$ cat config.mk
export PLATFORM = sky130hd
export DESIGN_NAME = pwm_array
export DESIGN_NICKNAME = d
export VERILOG_FILES = /design/src/rtl/pwm_array_pkg.sv /design/src/rtl/pwm_regs.sv /design/src/rtl/pwm_chan.sv /design/src/rtl/pwm_array.sv
export SDC_FILE = /design/constraint.sdc
export NUM_CORES = 2
export LEC_CHECK = 0
export BUFFER_PORTS_ARGS = -buffer_cell sky130_fd_sc_hd__clkbuf_2
export CELL_PAD_IN_SITES_DETAIL_PLACEMENT = 0
export CELL_PAD_IN_SITES_GLOBAL_PLACEMENT = 1
export CORE_ASPECT_RATIO = 1.2
export CORE_UTILIZATION = 30
export DETAILED_ROUTE_END_ITERATION = 10
export GPL_TIMING_DRIVEN = 0
export PLACE_DENSITY_LB_ADDON = 0.2
export SLEW_MARGIN = 30
export SYNTH_ARGS = -nofsm -noshare
export SYNTH_HDL_FRONTEND = slang
export SYNTH_SLANG_ARGS = --single-unit
$ cat constraint.sdc
create_clock -name clk -period 5.8 [get_ports clk]
set_input_delay 0.29 -clock clk [delete_from_list [all_inputs] [get_ports clk]]
set_output_delay 0.29 -clock clk [all_outputs]
set_load 0.1 [all_outputs]
$ cat src/rtl/pwm_array_pkg.sv
// Package: shared constants and types for the multi-channel PWM generator.
// Assumes a word-aligned 8-bit byte address space and 32-bit data.
package pwm_array_pkg;
    localparam int DW = 32;
    localparam int AW = 8;

    localparam logic [AW-1:0] A_IDENT   = 8'h04;
    localparam logic [AW-1:0] A_SCRATCH = 8'h08;
    localparam logic [AW-1:0] A_SIGN    = 8'h0C;
    localparam logic [AW-1:0] A_CFG     = 8'h10;
    localparam logic [AW-1:0] A_COUNT   = 8'h14;

    // Channel register banks, selected by address bits 7:6
    localparam logic [1:0] BANK_CTRL = 2'b00;
    localparam logic [1:0] BANK_PER  = 2'b01;
    localparam logic [1:0] BANK_HIGH = 2'b10;
    localparam logic [1:0] BANK_DLY  = 2'b11;

    localparam logic [DW-1:0] SIGN_WORD = 32'h601A3471;

    typedef enum logic [1:0] {
        CH_IDLE = 2'b00,
        CH_WAIT = 2'b01,
        CH_RUN  = 2'b10
    } ch_mode_t;
endpackage

$ cat src/rtl/pwm_regs.sv
// Register file: decodes the bus, holds the shadow values for every channel,
// the scratch word and the hold bit, and produces the load/start strobes.
// Assumes at most 16 channels, since bits 5:2 of the address select the channel.
module pwm_regs
    import pwm_array_pkg::*;
#(
    parameter int          NCH     = 4,
    parameter logic [31:0] ID_WORD = 32'h0002_0000
) (
    input  logic                    clk,
    input  logic                    rst_n,
    input  logic                    bus_wr,
    input  logic [AW-1:0]           bus_addr,
    input  logic [DW-1:0]           bus_wdata,
    output logic [DW-1:0]           bus_rdata,
    output logic [NCH-1:0][DW-1:0]  sh_period,
    output logic [NCH-1:0][DW-1:0]  sh_duty,
    output logic [NCH-1:0][DW-1:0]  sh_offset,
    output logic                    hold_q,
    output logic                    hold_eff,
    output logic                    load,
    output logic                    start
);
    localparam logic [DW-1:0] COUNT_WORD = DW'(NCH);

    logic [1:0]    bank;
    logic [3:0]    idx;
    logic          aligned;
    logic          cfg_wr;
    logic [DW-1:0] scratch_q;

    assign bank    = bus_addr[7:6];
    assign idx     = bus_addr[5:2];
    assign aligned = (bus_addr[1:0] == 2'b00);
    assign cfg_wr  = bus_wr && (bus_addr == A_CFG);

    // Hold value seen by the channels this cycle, including a config write in flight
    assign hold_eff = cfg_wr ? bus_wdata[0] : hold_q;
    // Load strobe, a pulse that is never stored
    assign load     = cfg_wr && bus_wdata[1];
    // Start channels only when the same write leaves hold cleared
    assign start    = load && !bus_wdata[0];

    // Hold bit and scratch word
    always_ff @(posedge clk) begin
        if (!rst_n) begin
            hold_q    <= 1'b1;
            scratch_q <= '0;
        end else if (bus_wr) begin
            if (bus_addr == A_CFG)     hold_q    <= bus_wdata[0];
            if (bus_addr == A_SCRATCH) scratch_q <= bus_wdata;
        end
    end

    for (genvar c = 0; c < NCH; c++) begin : g_shadow
        // Per-channel shadow registers written at their own word address
        always_ff @(posedge clk) begin
            if (!rst_n) begin
                sh_period[c] <= '0;
                sh_duty[c]   <= '0;
                sh_offset[c] <= '0;
            end else if (bus_wr && aligned && idx == 4'(c)) begin
                case (bank)
                    BANK_PER:  sh_period[c] <= bus_wdata;
                    BANK_HIGH: sh_duty[c]   <= bus_wdata;
                    BANK_DLY:  sh_offset[c] <= bus_wdata;
                    default:   ;
                endcase
            end
        end
    end

    // Read multiplexer: unmapped or misaligned addresses return zero
    always_comb begin
        bus_rdata = '0;
        if (aligned) begin
            if (bank == BANK_CTRL) begin
                case (bus_addr)
                    A_IDENT:   bus_rdata = ID_WORD;
                    A_SCRATCH: bus_rdata = scratch_q;
                    A_SIGN:    bus_rdata = SIGN_WORD;
                    A_CFG:     bus_rdata = {{(DW-1){1'b0}}, hold_q};
                    A_COUNT:   bus_rdata = COUNT_WORD;
                    default:   bus_rdata = '0;
                endcase
            end else begin
                for (int c = 0; c < NCH; c++) begin
                    if (idx == 4'(c)) begin
                        case (bank)
                            BANK_PER:  bus_rdata = sh_period[c];
                            BANK_HIGH: bus_rdata = sh_duty[c];
                            default:   bus_rdata = sh_offset[c];
                        endcase
                    end
                end
            end
        end
    end
endmodule

$ cat src/rtl/pwm_chan.sv
// One PWM channel: holds the committed period and high time, waits out the
// start delay after a load, then counts 0..period-1 and drives the output high
// while the count is below the high time.
// Assumes load/start are single-cycle strobes and hold already includes a
// config write in the same cycle.
module pwm_chan
    import pwm_array_pkg::*;
(
    input  logic          clk,
    input  logic          rst_n,
    input  logic          load,
    input  logic          start,
    input  logic          hold,
    input  logic [DW-1:0] period_in,
    input  logic [DW-1:0] duty_in,
    input  logic [DW-1:0] offset_in,
    output logic          pwm_o
);
    ch_mode_t      mode;
    logic [DW-1:0] per_q;
    logic [DW-1:0] duty_q;
    logic [DW-1:0] cnt;
    logic [DW-1:0] wait_cnt;

    // Commit, restart, delay and count sequencing
    always_ff @(posedge clk) begin
        if (!rst_n) begin
            mode     <= CH_IDLE;
            per_q    <= '0;
            duty_q   <= '0;
            cnt      <= '0;
            wait_cnt <= '0;
        end else if (load) begin
            per_q    <= period_in;
            duty_q   <= duty_in;
            cnt      <= '0;
            wait_cnt <= offset_in;
            if (start && period_in != '0)
                mode <= (offset_in == '0) ? CH_RUN : CH_WAIT;
            else
                mode <= CH_IDLE;
        end else if (hold) begin
            mode <= CH_IDLE;
        end else begin
            case (mode)
                CH_WAIT: begin
                    if (wait_cnt == DW'(1)) begin
                        mode <= CH_RUN;
                        cnt  <= '0;
                    end else begin
                        wait_cnt <= wait_cnt - DW'(1);
                    end
                end
                CH_RUN:  cnt <= (cnt >= per_q - DW'(1)) ? '0 : cnt + DW'(1);
                default: ;
            endcase
        end
    end

    // Output is high only while running and inside the high-time window
    assign pwm_o = (mode == CH_RUN) && (cnt < duty_q);
endmodule

$ cat src/rtl/pwm_array.sv
// Top: register file plus one PWM channel per output.
// Assumes 1 <= NCH <= 16 and a single clock domain.
module pwm_array
    import pwm_array_pkg::*;
#(
    parameter int          NCH     = 4,
    parameter logic [31:0] ID_WORD = 32'h0002_0000
) (
    input  logic           clk,
    input  logic           rst_n,
    input  logic           bus_wr,
    input  logic [7:0]     bus_addr,
    input  logic [31:0]    bus_wdata,
    output logic [31:0]    bus_rdata,
    output logic [NCH-1:0] pwm_out
);
    logic [NCH-1:0][DW-1:0] sh_period;
    logic [NCH-1:0][DW-1:0] sh_duty;
    logic [NCH-1:0][DW-1:0] sh_offset;
    logic                   hold_q;
    logic                   hold_eff;
    logic                   load;
    logic                   start;

    pwm_regs #(.NCH(NCH), .ID_WORD(ID_WORD)) u_regs (
        .clk       (clk),
        .rst_n     (rst_n),
        .bus_wr    (bus_wr),
        .bus_addr  (bus_addr),
        .bus_wdata (bus_wdata),
        .bus_rdata (bus_rdata),
        .sh_period (sh_period),
        .sh_duty   (sh_duty),
        .sh_offset (sh_offset),
        .hold_q    (hold_q),
        .hold_eff  (hold_eff),
        .load      (load),
        .start     (start)
    );

    for (genvar c = 0; c < NCH; c++) begin : g_chan
        pwm_chan u_chan (
            .clk       (clk),
            .rst_n     (rst_n),
            .load      (load),
            .start     (start),
            .hold      (hold_eff),
            .period_in (sh_period[c]),
            .duty_in   (sh_duty[c]),
            .offset_in (sh_offset[c]),
            .pwm_o     (pwm_out[c])
        );
    end
endmodule

==> summary.txt <==
status = complete, no violations
Max Cap Viol = 0
Die Y = 443 um
required time of the critical path = 6.49 ns
number of distinct library cells after synthesis = 76
part of the cycle the worst path needs = 91.3%
vias = 48226
Min-Delay Path Class = input pin to flop
Yosys reg bits = 937
synthesized area = 48700 sq um
GPL Wtd Cong = 0.999
Layout Area Growth over Synthesis = 15.8%
first-pass GRT wire length = 336000 um
CP max stage cell = or4_1
share of layout cells above drive strength 1 = 6.44%
Pre-antenna DRT Iters = 7
Setup violations, final = 0
# fillers = 17445
yosys warns = 0
IO Port Bufs = 77
Clock Tree Root = clkbuf_16
GRT Total Usage = 28.2%
Final Max Slew Viols = 0
CP arrival = 5.99 ns
Post-CTS Setup Bufs = 0
FF+latch area = 18800 sq um
DIE AREA = 164000 sq um
clk sinks = 937
Synth Area per Inst = 7.59 sq um
drt drc = 0
Synth Net Count = 6729
ys async rst share = 0%
R2R Setup Slk = 0.50 ns
Clock Path Buffers = 3
DIE WIDTH = 370 um
Layout Skew = 0.0413 ns
top_reg_cell synth = dfxtp_1
Multi-input gate area = 27700 sq um
RSZ-0062 raised after global routing = false
Critical R2R Launch = g_chan[0].u_chan.per_q[1]
Hold Crit Depth = 5
worst path cell trace = or4_1, nor4_2, nand3b_1, or4_1, nand2b_1, nor4_1, xnor2_1, ha_1, a21o_1, a21o_1, a221oi_1, o31ai_1, a21oi_2, clkbuf_1, o21ai_0, nand2_1
sequential share of the synthesized area = 38.5%
Post-Synthesis Cells = 6412
total congestion overflow = 0
slew margin rel. = 26.7%
Nets = 6965
CP max stage delay = 0.57 ns
Starting Density = 30.3%
Leakage = 0.0200 uW
post-detailed-route count of antenna-violating nets = 0
Detailed Place HPWL = 187000 um
H-tree Lvls = 3
total CTS buffers = 106
critical path launch point = g_chan[0].u_chan.per_q[1]
antenna violations before repair = 13
HP Start = bus_wr
clk slew on worst S/H paths = 0.06 ns
WL/cell = 26.7 um
WL final = 236000 um
vias per cell = 5.44
kind of critical path = flop to flop
Ports = 79
Worst Tran Pin Value = 1.10 ns
crit path launch type = flop
largest fanout on the critical path = 10
power per cell area = 262 nW/um^2
number of synthesized flops with an enable pin = 0
R2R depth = 16
row count = 161
Fin Setup TNS = 0 ns
Final WS setup = 0.504 ns
clock tree from TritonCTS = yes
Clk Latency, worst-skew pair = 0.77 ns
endpoint type of the worst setup path = flop
pre-CTS setup slack = 0.154 ns
pin count of the biggest net entering global routing = 15
CORE AREA = 161000 sq um
DRT iter0 DRCs = 4410
IR drop worst, VDD = 0.250 mV
max frequency = 0.189 GHz
vias in the first global route = 46285
minimum clock period = 5.30 ns
Final Hold Vio Count = 0
critical path, delay by kind of cell, from the launching register on:
family | cells | cell delay, ns
xor gates and xnor gates | 1 | 0.19
adders and majority gates | 1 | 0.28
DFF | 1 | 0.36
AOI/OAI and AO/OA | 6 | 1.40
and+or+nand+nor | 7 | 2.57
buffers and inverters | 1 | 0.42
state kept, by name, indices dropped and copies added, names as in the netlist:
name and flops:
g_chan.u_chan.cnt 128, u_regs.scratch_q 32, u_regs.sh_offset 128, g_chan.u_chan.wait_cnt 128, u_regs.hold_q 1, g_chan.u_chan.duty_q 128, u_regs.sh_period 128, g_chan.u_chan.mode 8
u_regs.sh_duty 128, g_chan.u_chan.per_q 128
final cells by class:
cell class | count | share of cell area [%]
diodes | 3 | 0.0133
plain buffers | 433 | 3.08
clock buffers | 156 | 5.61
clock inverters | 45 | 0.986
inverters | 181 | 1.21
multi-input cells | 4861 | 49.1
flip-flops and latches | 937 | 33.3
well taps | 2119 | 4.70
repair buffers | 128 | 2.05
cells in the final DEF, fill, tap and decap left out, types with 131 or more instances in the layout:
cell      instances
a21oi_1         864
o21ai_0         182
clkbuf_1        377
xor2_1          131
ha_1            274
xnor2_1         203
inv_1           180
nand2_1        1608
dfxtp_1         937
nor2_1          354
nor4_1          151
logic make-up (layout without fill, tap and decap cells):
logic type               Yosys count  count (layout)  synth area share (%)
XOR/XNOR                         334             334                  6.01
AO/OA/AOI/OAI                   1511            1511                  18.3
buffers and inverters            614             943                  4.84
flip-flops                       937             937                  38.5
other                              0               3                     0
adder cells (fa/ha/maj)          274             274                  7.04
AND/OR/NAND/NOR                 2742            2742                  25.3
metal layers:
| layer | global-route usage (%) | vias up | wire [um] |
|---|---|---|---|
| met2 | 46.4 | 1556 | 110000 |
| met4 | 15.3 | 2 | 14000 |
| met3 | 4.32 | 420 | 14000 |
| met5 | 0 | - | 13 |
| li1 | - | 22792 | - |
| met1 | 35.2 | 23456 | 98300 |
timing repair:
action / in CTS / in global routing
hold buffers: 31 / 0
endpoints found under the hold margin: 91 / 0
resized for setup: 0 / 0
synthesized netlist by cell type (all sizes together), types with 27 or more instances:
| cell | number | share of area [%] |
|---|---|---|
| nor4 | 163 | 2.2 |
| nor2 | 363 | 2.8 |
| clkbuf | 406 | 3.1 |
| a22oi | 127 | 2.0 |
| inv | 181 | 1.4 |
| nand4 | 107 | 1.4 |
| xnor2 | 203 | 3.7 |
| o21ai | 186 | 1.9 |
| nand2 | 1609 | 12 |
| nand3 | 116 | 1.2 |
| or3 | 34 | 0.44 |
| ha | 274 | 7.0 |
| o211ai | 34 | 0.52 |
| a21o | 33 | 0.51 |
| and3 | 32 | 0.41 |
| nor3 | 130 | 1.5 |
| a21oi | 866 | 8.9 |
| or4 | 40 | 0.66 |
| a211oi | 112 | 1.7 |
| dfxtp | 937 | 39 |
| buf | 27 | 0.31 |
| xor2 | 131 | 2.4 |
| a221oi | 37 | 0.67 |
final timing paths:
kind / to
min reg2reg: g_chan[0].u_chan.duty_q[4]
max: g_chan[0].u_chan.cnt[25]
max reg2reg: g_chan[0].u_chan.cnt[25]
min: u_regs.sh_offset[33]
power by group:
group | internal (uW) | total [uW] | switching (uW)
registers | 6440 | 6450 | 8.90
logic | 197 | 998 | 801
clock network | 4230 | 7320 | 3090
metrics by stage:
stage          instance area [sq um]  utilization, %  hold WS [ns]  total power (uW)  cells
2_1_floorplan                  48700               -         0.426              7010   6412
3_3_place_gp                   51700            32.2         0.441              7490   8608
3_5_place_dp                   52300            32.5         0.446              7530   8627
4_1_cts                        56300            35.0         0.121             14800   8859
5_1_grt                        56400            35.1         0.186             15100   8860
6_report                       56400            35.1         0.170             14800   8863
Power figures use the tool's default switching activity.
